File: config.mk
export PLATFORM = sky130hd
export DESIGN_NAME = tty_mmio_ctrl
export DESIGN_NICKNAME = d
export VERILOG_FILES = /design/src/rtl/tty_pkg.sv /design/src/rtl/tty_rx_fifo.sv /design/src/rtl/tty_reg_file.sv /design/src/rtl/tty_mmio_ctrl.sv
export SDC_FILE = /design/constraint.sdc
export NUM_CORES = 1
export LEC_CHECK = 0
export ABC_AREA = 1
export BUFFER_PORTS_ARGS = -buffer_cell sky130_fd_sc_hd__buf_2
export CAP_MARGIN = 30
export CORE_MARGIN = 4
export CORE_UTILIZATION = 35
export DETAILED_ROUTE_END_ITERATION = 10
export PLACE_DENSITY_LB_ADDON = 0.1
export SETUP_SLACK_MARGIN = 0.02
export SLEW_MARGIN = 10
export SYNTH_ARGS = -nofsm -noshare
export SYNTH_HDL_FRONTEND = slang
export SYNTH_SLANG_ARGS = --single-unit
File: constraint.sdc
create_clock -name clk -period 3.3 [get_ports clk]
set_clock_uncertainty 0.05 [all_clocks]
set_input_delay 0.165 -clock clk [delete_from_list [all_inputs] [get_ports clk]]
set_output_delay 0.165 -clock clk [all_outputs]
set_load 0.01 [all_outputs]
File: src/rtl/tty_pkg.sv
package tty_pkg;

    localparam int unsigned WORD_W = 32;
    localparam int unsigned BYTE_W = 8;
    localparam int unsigned PTR_W  = 64;

    // Register offsets (byte addresses, word aligned)
    localparam int unsigned OFF_TX     = 'h00;
    localparam int unsigned OFF_COUNT  = 'h04;
    localparam int unsigned OFF_CMD    = 'h08;
    localparam int unsigned OFF_PTR_LO = 'h10;
    localparam int unsigned OFF_LEN    = 'h14;
    localparam int unsigned OFF_PTR_HI = 'h18;
    localparam int unsigned OFF_VER    = 'h20;

    localparam logic [WORD_W-1:0] VERSION_VAL = 32'd1;

    // Command values
    localparam logic [WORD_W-1:0] CMD_IRQ_OFF = 32'd0;
    localparam logic [WORD_W-1:0] CMD_IRQ_ON  = 32'd1;
    localparam logic [WORD_W-1:0] CMD_XMIT    = 32'd2;
    localparam logic [WORD_W-1:0] CMD_FILL    = 32'd3;

    typedef struct packed {
        logic              tx_valid;
        logic [BYTE_W-1:0] tx_data;
        logic              cmd_valid;
        logic              cmd_fill;
        logic              int_en;
        logic [PTR_W-1:0]  ptr;
        logic [WORD_W-1:0] len;
    } reg_state_t;

endpackage

File: src/rtl/tty_rx_fifo.sv
module tty_rx_fifo #(
    parameter int unsigned DEPTH = 16,
    parameter int unsigned W     = 8,
    localparam int unsigned IDX_W = (DEPTH > 1) ? $clog2(DEPTH) : 1,
    localparam int unsigned CNT_W = $clog2(DEPTH + 1)
) (
    input  logic             clk,
    input  logic             rst_n,
    input  logic             push_valid,
    input  logic [W-1:0]     push_data,
    output logic             push_ready,
    input  logic             pop_en,
    output logic [W-1:0]     pop_data,
    output logic [CNT_W-1:0] count
);

    typedef struct packed {
        logic [IDX_W-1:0] wr_idx;
        logic [IDX_W-1:0] rd_idx;
        logic [CNT_W-1:0] cnt;
    } fifo_state_t;

    localparam logic [CNT_W-1:0] FULL_CNT = CNT_W'(DEPTH);
    localparam logic [IDX_W-1:0] LAST_IDX = IDX_W'(DEPTH - 1);

    fifo_state_t      st_d, st_q;
    logic [W-1:0]     mem_q [DEPTH];
    logic             do_push, do_pop;

    assign push_ready = (st_q.cnt != FULL_CNT);
    assign do_push    = push_valid && push_ready;
    assign do_pop     = pop_en && (st_q.cnt != '0);
    assign pop_data   = (st_q.cnt != '0) ? mem_q[st_q.rd_idx] : '0;
    assign count      = st_q.cnt;

    always_comb begin
        st_d = st_q;
        if (do_push) begin
            st_d.wr_idx = (st_q.wr_idx == LAST_IDX) ? '0 : st_q.wr_idx + 1'b1;
        end
        if (do_pop) begin
            st_d.rd_idx = (st_q.rd_idx == LAST_IDX) ? '0 : st_q.rd_idx + 1'b1;
        end
        case ({do_push, do_pop})
            2'b10:   st_d.cnt = st_q.cnt + 1'b1;
            2'b01:   st_d.cnt = st_q.cnt - 1'b1;
            default: st_d.cnt = st_q.cnt;
        endcase
    end

    always_ff @(posedge clk) begin
        if (!rst_n) begin
            st_q <= '0;
        end else begin
            st_q <= st_d;
        end
    end

    always_ff @(posedge clk) begin
        if (do_push) begin
            mem_q[st_q.wr_idx] <= push_data;
        end
    end


    count_step_chk: assert property (@(posedge clk) disable iff (!rst_n)
        1'b1 |=> (count == $past(count)) || (count == $past(count) + 1'b1)
                 || (count + 1'b1 == $past(count)));


    no_overflow_chk: assert property (@(posedge clk) disable iff (!rst_n)
        (count == FULL_CNT && !pop_en) |=> (count == FULL_CNT));

endmodule

File: src/rtl/tty_reg_file.sv
module tty_reg_file
    import tty_pkg::*;
#(
    parameter int unsigned ADDR_W = 6
) (
    input  logic              clk,
    input  logic              rst_n,
    input  logic              wr_en,
    input  logic [ADDR_W-1:0] addr,
    input  logic [WORD_W-1:0] wdata,
    output logic              tx_valid,
    output logic [BYTE_W-1:0] tx_data,
    output logic              cmd_valid,
    output logic              cmd_fill,
    output logic              int_en,
    output logic [PTR_W-1:0]  ptr,
    output logic [WORD_W-1:0] len
);

    reg_state_t st_d, st_q;
    logic       aligned;

    assign aligned = (addr[1:0] == 2'b00);

    always_comb begin
        st_d           = st_q;
        st_d.tx_valid  = 1'b0;
        st_d.cmd_valid = 1'b0;
        if (wr_en && aligned) begin
            if (addr == ADDR_W'(OFF_TX)) begin
                st_d.tx_valid = 1'b1;
                st_d.tx_data  = wdata[BYTE_W-1:0];
            end
            if (addr == ADDR_W'(OFF_CMD)) begin
                case (wdata)
                    CMD_IRQ_OFF: st_d.int_en = 1'b0;
                    CMD_IRQ_ON:  st_d.int_en = 1'b1;
                    CMD_XMIT: begin
                        st_d.cmd_valid = 1'b1;
                        st_d.cmd_fill  = 1'b0;
                    end
                    CMD_FILL: begin
                        st_d.cmd_valid = 1'b1;
                        st_d.cmd_fill  = 1'b1;
                    end
                    default: ;
                endcase
            end
            if (addr == ADDR_W'(OFF_PTR_LO)) begin
                st_d.ptr = {{(PTR_W-WORD_W){1'b0}}, wdata};
            end
            if (addr == ADDR_W'(OFF_PTR_HI)) begin
                st_d.ptr = {wdata, st_q.ptr[WORD_W-1:0]};
            end
            if (addr == ADDR_W'(OFF_LEN)) begin
                st_d.len = wdata;
            end
        end
    end

    always_ff @(posedge clk) begin
        if (!rst_n) begin
            st_q <= '0;
        end else begin
            st_q <= st_d;
        end
    end

    assign tx_valid  = st_q.tx_valid;
    assign tx_data   = st_q.tx_data;
    assign cmd_valid = st_q.cmd_valid;
    assign cmd_fill  = st_q.cmd_fill;
    assign int_en    = st_q.int_en;
    assign ptr       = st_q.ptr;
    assign len       = st_q.len;


    tx_pulse_chk: assert property (@(posedge clk) disable iff (!rst_n)
        (wr_en && addr == ADDR_W'(OFF_TX))
        |=> (tx_valid && tx_data == $past(wdata[BYTE_W-1:0])));


    ptr_low_clears_high_chk: assert property (@(posedge clk) disable iff (!rst_n)
        (wr_en && addr == ADDR_W'(OFF_PTR_LO))
        |=> (ptr[PTR_W-1:WORD_W] == '0 && ptr[WORD_W-1:0] == $past(wdata)));


    unaligned_quiet_chk: assert property (@(posedge clk) disable iff (!rst_n)
        (wr_en && addr[1:0] != 2'b00) |=> (!tx_valid && !cmd_valid && $stable(ptr) && $stable(len)));

endmodule

File: src/rtl/tty_mmio_ctrl.sv
module tty_mmio_ctrl
    import tty_pkg::*;
#(
    parameter int unsigned DEPTH  = 16,
    parameter int unsigned ADDR_W = 6
) (
    input  logic              clk,
    input  logic              rst_n,
    input  logic              bus_sel,
    input  logic              bus_wr,
    input  logic [ADDR_W-1:0] bus_addr,
    input  logic [31:0]       bus_wdata,
    output logic [31:0]       bus_rdata,
    input  logic              rx_valid,
    input  logic [7:0]        rx_data,
    output logic              rx_ready,
    input  logic              rx_pop,
    output logic [7:0]        rx_pop_data,
    output logic              tx_valid,
    output logic [7:0]        tx_data,
    output logic              irq,
    output logic              dma_cmd_valid,
    output logic              dma_cmd_fill,
    output logic [63:0]       dma_ptr,
    output logic [31:0]       dma_len
);

    localparam int unsigned CNT_W = $clog2(DEPTH + 1);

    logic [CNT_W-1:0] fifo_count;
    logic             int_en;
    logic             wr_en;
    logic             rd_en;

    assign wr_en = bus_sel && bus_wr;
    assign rd_en = bus_sel && !bus_wr;

    tty_rx_fifo #(
        .DEPTH (DEPTH),
        .W     (BYTE_W)
    ) u_fifo (
        .clk        (clk),
        .rst_n      (rst_n),
        .push_valid (rx_valid),
        .push_data  (rx_data),
        .push_ready (rx_ready),
        .pop_en     (rx_pop),
        .pop_data   (rx_pop_data),
        .count      (fifo_count)
    );

    tty_reg_file #(
        .ADDR_W (ADDR_W)
    ) u_regs (
        .clk       (clk),
        .rst_n     (rst_n),
        .wr_en     (wr_en),
        .addr      (bus_addr),
        .wdata     (bus_wdata),
        .tx_valid  (tx_valid),
        .tx_data   (tx_data),
        .cmd_valid (dma_cmd_valid),
        .cmd_fill  (dma_cmd_fill),
        .int_en    (int_en),
        .ptr       (dma_ptr),
        .len       (dma_len)
    );

    assign irq = int_en && (fifo_count != '0);

    always_comb begin
        bus_rdata = '0;
        if (rd_en && bus_addr[1:0] == 2'b00) begin
            if (bus_addr == ADDR_W'(OFF_COUNT)) begin
                bus_rdata = WORD_W'(fifo_count);
            end else if (bus_addr == ADDR_W'(OFF_VER)) begin
                bus_rdata = VERSION_VAL;
            end
        end
    end


    irq_disable_chk: assert property (@(posedge clk) disable iff (!rst_n)
        (wr_en && bus_addr == ADDR_W'(OFF_CMD) && bus_wdata == CMD_IRQ_OFF) |=> !irq);


    irq_enable_chk: assert property (@(posedge clk) disable iff (!rst_n)
        (wr_en && bus_addr == ADDR_W'(OFF_CMD) && bus_wdata == CMD_IRQ_ON && fifo_count > 1)
        |=> irq);


    version_read_chk: assert property (@(posedge clk) disable iff (!rst_n)
        (rd_en && bus_addr == ADDR_W'(OFF_VER)) |-> (bus_rdata == 32'd1));

endmodule

==> results by group, run 1 <==
Power
  • Maximum vdd drop: 360 uV
  • Sw Share: about 28%
  • Int Pwr: 5.71 mW
  • Part of the power in registers: 43.8%
  • Psw: between 2 and 2.5 mW
  • PD cells: around 640 nW/um^2
  • Lkg Pwr: 5.03 nW
  • Logic pwr share: 17.3%
  • Clock power frac: 38.8%

Worst hold path
  • Hold Path Origin: rx_data[0]
  • Worst Hold Endpoint: u_fifo.mem_q[11][0]
  • Hold Path Class: primary input to register
  • Worst hold stages: 1

STA
  • Slew of the pin with the lowest slew margin: 0.936 ns
  • Max-slew violation count: 0
  • Setup ws final: around 0.53 ns
  • TNS Setup: 0 ns
  • Fin. Hold Viols: 0
  • Final setup viols: 0
  • Headroom to the max-slew limit: between 30 and 40%
  • Unrepaired setup endpoints after global routing: no
  • Fmax achieved: 361 MHz
  • Final period utilization: 83.8%
  • Final min period: around 2.8 ns

Critical path
  • Crit path arrival time: around 2.6 ns
  • R2R cell count: 6
  • Reg-to-Reg End: u_fifo.mem_q[7][3]
  • Critical Path Max Stage Delay: roughly 0.5 ns
  • Setup crit start kind: register
  • Worst endpoint required time: roughly 3.1 ns
  • Kind of critical path: register to output pin
  • FF-to-FF setup slack: between 1 and 1.5 ns
  • CP max-delay cell: inv_1
  • Worst path cell trace: inv_1 -> buf_4 -> o21ai_0 -> o22ai_1 -> nor2_1 -> nor2_1 -> o21ai_0 -> a21oi_1 -> buf_2
  • Critical path fanouts, max: 20
  • CP endpoint kind: output pin
  • R2r startpoint: u_fifo.count[1]

Logic synthesis
  • Synthesized area per cell: a little over 10 um^2
  • Sequential area share after synthesis: 63.1%
  • Register bit total from synthesis: 253
  • Mapped Cells: 990
  • YS warnings: 0
  • Cell variety after synth: 35
  • Mapped cell area: 10100 um^2

Clocking
  • CTS tree: built
  • Maximum clock path buffer count: 3
  • Clock sinks: approximately 250
  • CTS buffer count: 28
  • Clk pin slew, worst setup/hold paths: around 0.060 ns
  • Worst-skew pair later-pin latency: between 0.5 and 0.6 ns
  • Htree depth: 1
  • Root buf cell: clkbuf_16

Detailed routing
  • Antenna Nets Post-Route: 0
  • WL/cell: 18.1 um
  • DR vias/cell: 4.90
  • # DRC: 0
  • Vias after detailed routing: slightly below 8000
  • Final WL: between 20000 and 30000 um
  • Starting DRT DRC Count: 553
  • Drt pass-1 iters: 6

Layout
  • Area Growth Syn to Fin: 23.2%
  • Fin nets: around 1200
  • Finished Layout Cells: ~1600
  • Most common cell after layout, fill and taps aside: buf_2
  • Commonest cells after routing, fill and taps aside: 173 x buf_2, 151 x nor2_1, 128 x edfxtp_1
  • Layout cells sized above 1: approximately 21%
  • Post-route cell area: approximately 12000 um^2
  • Layout Utilization: about 44%
  • Diode count: 0
  • Filler instances: 2798

Placed design
  • Post-DP Area: 11100 um^2
  • Routability Congestion: 0.821
  • Setup slack at placement: between 1 and 1.5 ns
  • Port bufs: ~170
  • HPWL after detailed placement: 19600 um
  • Placed cell count: 1499

Global routing
  • Total GRT Usage: between 10% and 20%
  • Initial antenna violation count: 0
  • Global-route wire length before repair: around 45000 um
  • Global route overflow: 0
  • Largest net degree at the start of global routing: 65
  • Number of global-route vias before repair: between 7000 and 8000

Flow run
  • Max_cap viols: 0

Outcome
  • Status: completed

Floorplanning
  • Initial Util: a little over a third
  • Area of the die: approximately 32000 um^2
  • Core area: around 28000 um^2
  • Ports: around 200
  • Standard-cell rows: 61
  • Die X: ~180 um
  • Die H: ~180 um
## area by class of cell
cell class,instances,area [um^2],area share [%]
clock buffer,42,856,6.90
clock inverter,9,68.8,0.555
inverter,73,274,2.21
multi-input combinational,606,3060,24.6
sequential,253,6350,51.2
tap,378,473,3.81
timing repair buffer,223,1330,10.7
## metrics by stage
| stage | power, mW | hold WS [ns] |
|---|---|---|
| 3_5_place_dp | 4.92 | 0.378 |
| 2_1_floorplan | 4.45 | 0.214 |
| 3_3_place_gp | 4.93 | 0.369 |
| 5_1_grt | 8.37 | 0.0194 |
| 6_report | 7.97 | 0.0294 |
| 4_1_cts | 8.05 | 0.0175 |
## critical path, delay by kind of cell (launching register included)
family,cells,cell delay [ns]
buffers and inverters,3,0.99
AOI/OAI and AO/OA,4,0.57
DFF,1,0.32
and+or+nand+nor,2,0.14
## cells in the mapped netlist
library cell / count / area, um^2
dfxtp_1: 125 / 2500
nand3_1: 35 / 175
nand4_1: 9 / 56.3
conb_1: 1 / 3.75
xnor2_1: 2 / 17.5
nand2_1: 71 / 267
nor3_1: 5 / 25.0
o21ai_1: 29 / 145
buf_2: 17 / 85.1
a211oi_1: 34 / 255
o221ai_1: 26 / 228
inv_1: 66 / 248
nand3_2: 2 / 20.0
inv_2: 7 / 26.3
a21oi_1: 89 / 445
nand2_2: 1 / 6.26
clkbuf_1: 29 / 109
xor2_1: 4 / 35.0
nor2_4: 1 / 11.3
nor2_1: 151 / 567
nor4_1: 2 / 12.5
nor2_2: 1 / 6.26
o21ai_0: 95 / 475
nor3b_1: 3 / 22.5
or2_1: 1 / 6.26
nand3b_1: 1 / 7.51
buf_4: 32 / 240
buf_6: 4 / 45.0
nor3_4: 1 / 16.3
o22ai_1: 6 / 37.5
edfxtp_1: 128 / 3840
or2_2: 1 / 6.26
nor3_2: 1 / 10.0
buf_1: 2 / 7.51
ha_1: 8 / 100
## routing by layer
metal  vias up  routed length, um  track usage, %
li1       3811                  -               -
met1      3680              12300            23.1
met2       227              13600            29.5
met3        41               2350            5.86
met4         0                527            3.90
met5         -                  0               0
## kinds of logic after synthesis
logic type	after synthesis	synth area share (%)
AND/OR/NAND/NOR	286	12.1
AO/OA/AOI/OAI	279	15.8
flip-flops	253	63.1
buffers and inverters	157	7.56
adder cells (fa/ha/maj)	8	0.995
XOR/XNOR	6	0.522
other	1	0.0373
## what timing repair did
action | CTS | global route
hold endpoints to repair | 124 | 0
hold buffers | 34 | 0
setup buffers | 0 | 0
resized for setup | 0 | 0
## sequential cells by signal, summed over array words and instances, names as in the netlist, named ones only
signal and cells:
u_fifo.count 5, u_regs.len 32, u_regs.tx_valid 1, u_regs.cmd_fill 1, u_regs.cmd_valid 1, u_regs.tx_data 8, u_regs.int_en 1, u_fifo.st_q 8
u_regs.ptr 64, u_fifo.mem_q 128
## power groups by stage
stage               logic [mW]  clock network [mW]  registers (mW)
floorplan                0.929                   0            3.52
global placement          1.37                   0            3.56
detailed placement        1.36                   0            3.56
CTS                       1.39                3.16            3.49
global route              1.56                3.30            3.51
finish                    1.38                3.09            3.49
## worst max path at each step
stage,from,slack (ns),endpoint
CTS,register,0.51,rx_pop_data[0]
global placement,register,1.06,rx_pop_data[0]
global route,register,0.31,rx_pop_data[3]
finish,register,0.53,rx_pop_data[6]
floorplan,u_fifo.count[0],1.29,u_fifo.count[4]
detailed placement,u_fifo.count[0],1.01,u_fifo.mem_q[7][3]
No activity file was read; power rests on OpenSTA's default activity.
==> run 2, diff against run 1 <==
==> constraint.sdc (replaced) <==
create_clock -name clk -period 2.45 [get_ports clk]
set_clock_uncertainty 0.05 [all_clocks]
set_input_delay 0.1225 -clock clk [delete_from_list [all_inputs] [get_ports clk]]
set_output_delay 0.1225 -clock clk [all_outputs]
set_load 0.01 [all_outputs]
==> run 2 against run 1 <==
Cell area up 2.7%; highest routed layer unchanged; sequential cell count unchanged; final cell count rose by 2.3%; worst hold slack got worse by 0.0051 ns; critical path depth is 2 lower; via count grew 2.0%; count of clock-buffer cells in the layout shrank 1; largest power group unchanged; core utilization up 1.2 points; first-iteration DRC count down 30%; global-route usage grew 0.31 points.
==> results by group, run 2 (synthesis gave the netlist of run 1 again) <==
Clocking
  • Htree depth: 1 (unchanged)
  • Worst-skew pair later-pin latency: 0.53 ns (about the same)
  • CTS buffer count: 28 (unchanged)
  • Post-CTS setup buffers: 0 (unchanged)
  • Clk pin slew, worst setup/hold paths: 0.06 ns (about the same)
  • Root buf cell: clkbuf_16
  • Clock sinks: 253 (unchanged)
  • Maximum clock path buffer count: 3 (unchanged)
  • CTS tree: built

Detailed routing
  • WL/cell: 18.1 um (-0.38%)
  • Starting DRT DRC Count: 386 (-30%)
  • Drt pass-1 iters: 5 (-1)
  • Antenna Nets Post-Route: 0 (unchanged)
  • Final WL: 29300 um (+1.9%)
  • DR vias/cell: 4.89 (-0.27%)
  • Vias after detailed routing: 7914 (+2.0%)
  • # DRC: 0 (unchanged)

STA
  • Headroom to the max-slew limit: 58.7% (+21 points)
  • Setup ws final: 0.172 ns (-0.362 ns)
  • Fmax achieved: 439 MHz
  • Slew of the pin with the lowest slew margin: 0.620 ns (-0.316 ns)
  • Final setup viols: 0 (unchanged)
  • Final min period: ~2.3 ns
  • Max-slew violation count: 0 (unchanged)
  • Fin. Hold Viols: 0 (unchanged)
  • Unrepaired setup endpoints after global routing: no
  • TNS Setup: 0 ns (unchanged)
  • Final period utilization: roughly 93%

Power
  • PD cells: 836 nW/um^2 (+30%)
  • Psw: 3.04 mW (+35%)
  • Tot Pwr: 10.7 mW (+34%)
  • Lkg Pwr: 5.21 nW (+3.6%)
  • Clock power frac: 37.4% (-1.4 points)
  • Logic pwr share: 18.4% (+1.1 points)
  • Maximum vdd drop: 515 uV (+43%)
  • Int Pwr: 7.61 mW (+33%)
  • Sw Share: 28.6% (+0.28 points)
  • Part of the power in registers: 44.2% (+0.4 points)

Floorplanning
  • Die H: 178 um (unchanged)
  • Standard-cell rows: 61 (unchanged)
  • Area of the die: 31500 um^2 (unchanged)
  • Die X: 178 um (unchanged)
  • Ports: 201 (unchanged)
  • Core area: 28100 um^2 (unchanged)
  • Initial Util: 35.8% (unchanged)

Layout
  • Multi-input logic area: 3060 um^2 (about the same)
  • Area Growth Syn to Fin: 26.6%
  • Storage element area: 6350 um^2 (about the same)
  • Fin nets: 1280 (+2.8%)
  • Most common cell after layout, fill and taps aside: buf_2
  • Commonest cells after routing, fill and taps aside: 173 x buf_2, 151 x nor2_1, 128 x edfxtp_1
  • Layout cells sized above 1: 21.7% (+1.1 points)
  • Top reg by flops: u_fifo.mem_q
  • Diode count: 0 (unchanged)
  • Filler instances: 2732 (-2.4%)
  • Max FFs per register: 128 (unchanged)

Global routing
  • Global route overflow: 0 (unchanged)
  • Initial antenna violation count: 0 (unchanged)
  • Global-route wire length before repair: 45300 um (+1.7%)
  • Total GRT Usage: 18.2% (+0.31 points)
  • Number of global-route vias before repair: 7888 (+4.0%)
  • Largest net degree at the start of global routing: 57 (-12%)

Critical path
  • Worst endpoint required time: 2.28 ns (-0.80 ns)
  • Setup crit start kind: register
  • Critical path fanouts, max: 25 (+25%)
  • Crit path arrival time: 2.11 ns (-0.44 ns)
  • Kind of critical path: register to output pin
  • CP endpoint kind: output pin

Placed design
  • Port bufs: 173 (unchanged)
  • Routability Congestion: 0.768 (-6.5%)
  • HPWL after detailed placement: 19800 um (+1.0%)
  • Setup slack at placement: 0.265 ns (-0.749 ns)

Worst hold path
  • Hold Path Class: primary input to register

Outcome
  • Status: completed

Flow run
  • Max_cap viols: 0 (unchanged)
[run 2: power groups by stage]
stage                     combinational [mW]  clock, mW  sequential, mW
final                                   1.95       3.99            4.71
after global routing                    2.19       4.27            4.72
after CTS                               1.95       4.09            4.70
after detailed placement                1.88          0            4.79
after global placement                  1.87          0            4.79
after floorplan                         1.25          0            4.74
[run 2: final timing paths]
kind / startpoint / endpoint / slack, ns / cells after the start
min: bus_wr / u_regs.tx_valid / 0.02 / 5
max: register / rx_pop_data[0] / 0.17 / 7
max reg2reg: u_fifo.count[1] / u_fifo.count[4] / 0.27 / 14
min reg2reg: u_regs.ptr[56] / u_regs.ptr[56] / 0.41 / 2
[run 2: through the flow]
step / instances / hold slack (ns) / area [um^2] / utilization [%]
floorplan: 1016 / 0.171 / 10200 / -
global placement: 1520 / 0.317 / 11300 / 40.4
detailed placement: 1520 / 0.331 / 11300 / 40.4
CTS: 1620 / 0.00178 / 12700 / 45.3
global route: 1620 / 0.0388 / 12700 / 45.4
finish: 1620 / 0.0243 / 12700 / 45.4
[run 2: metal layers]
metal	vias to the layer above	GRT usage, %	part of all wire (%)
li1	3872	-	-
met1	3754	23.9	44
met2	240	29.3	46
met3	48	5.67	8.0
met4	0	4.80	2.4
met5	-	0	0
[run 2: repair_timing]
| item | 4_1_cts | 5_1_grt |
|---|---|---|
| resized for setup | 3 | 8 |
| endpoints found under the hold margin | 238 | 0 |
| endpoints found under the setup margin | 8 | 9 |
| hold buffers | 48 | 0 |
[run 2: layout make-up]
type | count | share of cell area [%]
clock inverter | 11 | 0.393
inverter | 73 | 2.15
sequential | 253 | 49.9
clock buffer | 41 | 6.52
multi-input combinational | 606 | 24.0
timing repair buffer | 258 | 13.4
tap | 378 | 3.71
[run 2: worst max-delay path, cell delays in order, from the launching register on]
cell and delay, ns:
dfxtp_4 0.41, inv_2 0.10, buf_12 0.16, o21ai_0 0.10, o221ai_1 0.21, nand3_1 0.11
a21oi_1 0.27, buf_2 0.19
==> run 3, diff against run 2 <==
--- a/config.mk
+++ b/config.mk
@@ -5,12 +5,13 @@
 export SDC_FILE = /design/constraint.sdc
 export NUM_CORES = 1
 export LEC_CHECK = 0
-export ABC_AREA = 1
 export BUFFER_PORTS_ARGS = -buffer_cell sky130_fd_sc_hd__buf_2
 export CAP_MARGIN = 30
 export CORE_MARGIN = 4
 export CORE_UTILIZATION = 35
+export CTS_BUF_LIST = sky130_fd_sc_hd__clkbuf_16
 export DETAILED_ROUTE_END_ITERATION = 10
+export HOLD_SLACK_MARGIN = 0.05
 export PLACE_DENSITY_LB_ADDON = 0.1
 export SETUP_SLACK_MARGIN = 0.02
 export SLEW_MARGIN = 10
==> run 3 against run 2 <==
Worst hold slack improved by 0.059 ns; count of clock-buffer cells in the layout fell by 12; largest cell class unchanged; clock power is essentially flat; sequential share of layout area fell by 0.45 points; critical endpoint is now rx_pop_data[5]; sequential cell count did not move; synthesized cell count fell by 14%; sequential power is 1% lower; maximum frequency is 4.3% lower.
==> results by group, run 3 <==
Critical path
  • CP max-delay cell: mux4_2
  • Critical path fanouts, max: 8 (-68%)
  • Worst path cell trace: buf_6 -> buf_16 -> mux4_2 -> mux2i_1 -> o22ai_2 -> buf_2
  • CP endpoint kind: output pin
  • R2r startpoint: u_fifo.count[0]
  • FF-to-FF setup slack: 0.18 ns (-0.09 ns)
  • R2R cell count: 11 (-3)
  • Worst endpoint required time: 2.28 ns (about the same)
  • Reg-to-Reg End: u_fifo.count[2]
  • Kind of critical path: register to output pin
  • Setup crit start kind: register
  • Crit path arrival time: 2.21 ns (+0.10 ns)
  • Critical Path Max Stage Delay: 0.51 ns (+0.10 ns)

Floorplanning
  • Core area: 27900 um^2 (-0.54%)
  • Area of the die: 31300 um^2 (-0.75%)
  • Initial Util: 35.7% (-0.086 points)
  • Ports: 201 (unchanged)
  • Standard-cell rows: 61 (unchanged)
  • Die X: 177 um (-0.37%)
  • Die H: 177 um (-0.37%)

STA
  • Slew of the pin with the lowest slew margin: 0.748 ns (+0.128 ns)
  • Final period utilization: 97.2% (+4.2 points)
  • Final min period: 2.38 ns (+0.102 ns)
  • Final setup viols: 0 (unchanged)
  • Fin. Hold Viols: 0 (unchanged)
  • Setup ws final: 0.0695 ns (-0.102 ns)
  • Max-slew violation count: 0 (unchanged)
  • TNS Setup: 0 ns (unchanged)
  • Unrepaired setup endpoints after global routing: yes
  • Headroom to the max-slew limit: 50.1% (-8.6 points)
  • Fmax achieved: 420 MHz (-4.3%)
  • Hold Slack: 0.0829 ns (+0.0586 ns)

Logic synthesis
  • YS warnings: 0 (unchanged)
  • Synthesized area per cell: 11.7 um^2 (+15%)
  • Mapped cell area: 9990 um^2 (-0.78%)
  • Cell variety after synth: 44 (+26%)
  • Yosys top cell area share: 38.5% (+0.30 points)
  • Register bit total from synthesis: 253 (unchanged)
  • Yosys top cell by area: edfxtp_1
  • Synth async-reset ratio: 0% (unchanged)
  • Sequential area share after synthesis: 63.6% (+0.50 points)
  • Main synth FF type: edfxtp_1
  • Most common cell in the netlist: nand2_1
  • Mapped Cells: 855 (-14%)
  • Number of synthesized flops with an enable pin: 128 (unchanged)
  • Synth top area cells: edfxtp_1 38%, dfxtp_1 25%, mux4_2 7.2%, nand2_1 6.7%, a21oi_1 5.7%
  • Post-synth top cells: 177 x nand2_1, 128 x edfxtp_1, 125 x dfxtp_1, 114 x a21oi_1, 43 x nand3_1

Placed design
  • Setup slack at placement: 0.0565 ns (-0.209 ns)
  • Port bufs: 173 (unchanged)
  • Routability Congestion: 0.763 (-0.69%)
  • Post-DP Area: 11300 um^2 (about the same)
  • HPWL after detailed placement: 17500 um (-11%)

Layout
  • Storage element area: 6350 um^2 (about the same)
  • Layout Utilization: 46.0% (+0.67 points)
  • Area Growth Syn to Fin: 28.7%
  • Filler instances: 2647 (-3.1%)
  • Layout cells sized above 1: 27.9% (+6.2 points)
  • Max FFs per register: 128 (unchanged)
  • Diode count: 0 (unchanged)
  • Post-route cell area: 12900 um^2 (+0.92%)
  • Top reg by flops: u_fifo.mem_q
  • Fin nets: 1149 (-10%)
  • Multi-input logic area: 3410 um^2 (+11%)
  • Most common cell after layout, fill and taps aside: nand2_1
  • Commonest cells after routing, fill and taps aside: 176 x nand2_1, 173 x buf_2, 128 x edfxtp_1

Global routing
  • Global-route wire length before repair: 42100 um (-7.1%)
  • Largest net degree at the start of global routing: 68 (+19%)
  • Total GRT Usage: 17.2% (-0.97 points)
  • Number of global-route vias before repair: 7054 (-11%)
  • Initial antenna violation count: 0 (unchanged)
  • Global route overflow: 0 (unchanged)

Detailed routing
  • Final WL: 27600 um (-5.8%)
  • DR vias/cell: 4.81 (-1.5%)
  • WL/cell: 18.5 um (+2.5%)
  • Uppermost layer routed: met4
  • Drt pass-1 iters: 5 (unchanged)
  • Vias after detailed routing: 7163 (-9.5%)
  • DR WL met3: 2160 um (-8.1%)
  • # DRC: 0 (unchanged)
  • Length of routed wiring on met1: 11600 um (-9.6%)
  • Starting DRT DRC Count: 443 (+15%)
  • Antenna Nets Post-Route: 0 (unchanged)
  • Routed wl met2: 13200 um (-2.2%)

Clocking
  • Root buf cell: clkbuf_16
  • Clock sinks: 253 (unchanged)
  • CTS buffer count: 28 (unchanged)
  • CTS tree: built
  • Worst-skew pair later-pin latency: 0.53 ns (about the same)
  • Maximum clock path buffer count: 3 (unchanged)
  • Clk pin slew, worst setup/hold paths: 0.06 ns (about the same)
  • Htree depth: 1 (unchanged)

Power
  • PD cells: 841 nW/um^2 (+0.58%)
  • Maximum vdd drop: 508 uV (-1.3%)
  • Lkg Pwr: 4.83 nW (-7.4%)

Worst hold path
  • Hold Path Class: primary input to register
  • Hold Path Origin: rx_valid
  • Worst Hold Endpoint: u_fifo.count[4]
  • Worst hold stages: 5 (unchanged)

Flow run
  • Max_cap viols: 0 (unchanged)

Outcome
  • Status: completed
-- run 3: through the flow --
step                power [mW]  std cells
floorplan                 5.98        881
global placement          6.58       1385
detailed placement        6.59       1385
CTS                       10.9       1488
global route              11.3       1489
finish                    10.8       1489
-- run 3: layout make-up --
cell class	instances	area share [%]
multi-input combinational	540	26.5
clock inverter	23	1.14
sequential	253	49.4
timing repair buffer	258	13.4
clock buffer	29	5.64
tap	378	3.68
inverter	8	0.253
-- run 3: cell families after synthesis --
logic type / count (synthesis) / synth area share, %
compound gates: 136 / 7.24
xor+xnor: 6 / 0.526
fa+ha+maj: 8 / 1.00
buf+inv: 88 / 4.47
flops: 253 / 63.6
mux: 55 / 9.52
other cells: 1 / 0.0376
simple gates: 308 / 13.6
-- run 3: how the worst max path moves through the flow --
stage / startpoint / end / cells past startpoint
final: register / rx_pop_data[5] / 6
after detailed placement: u_fifo.count[3] / u_fifo.count[4] / 10
after floorplan: u_fifo.count[2] / u_fifo.count[4] / 14
after global placement: u_fifo.count[3] / u_fifo.count[4] / 12
after CTS: register / rx_pop_data[0] / 6
after global routing: register / rx_pop_data[1] / 6
-- run 3: power by group --
| group | leakage [nW] | switching, mW | internal [mW] |
|---|---|---|---|
| Clock | 0.463 | 1.64 | 2.33 |
| Combinational | 2.20 | 1.11 | 1.09 |
| Sequential | 2.17 | 0.0902 | 4.56 |
| Total | 4.83 | 2.83 | 7.98 |
-- run 3: critical path: cells and delay by family (launching register included) --
family | cells | cell delay (ns)
AO/OA/AOI/OAI | 1 | 0.11
buffers and inverters | 3 | 0.46
flip-flops | 1 | 0.39
multiplexers | 2 | 0.70
-- run 3: layer usage --
layer | GRT usage [%] | vias to the layer above
li1 | - | 3467
met1 | 22.3 | 3465
met2 | 28.1 | 192
met3 | 5.49 | 39
met4 | 4.80 | 0
met5 | 0 | -
-- run 3: what timing repair did --
item | in CTS | in global routing
gates cloned | 3 | 0
endpoints found under the setup margin | 6 | 10
hold buffers | 46 | 0
setup buffers | 2 | 2
endpoints found under the hold margin | 252 | 0
pin swaps | 2 | 7
gates resized for setup | 14 | 12
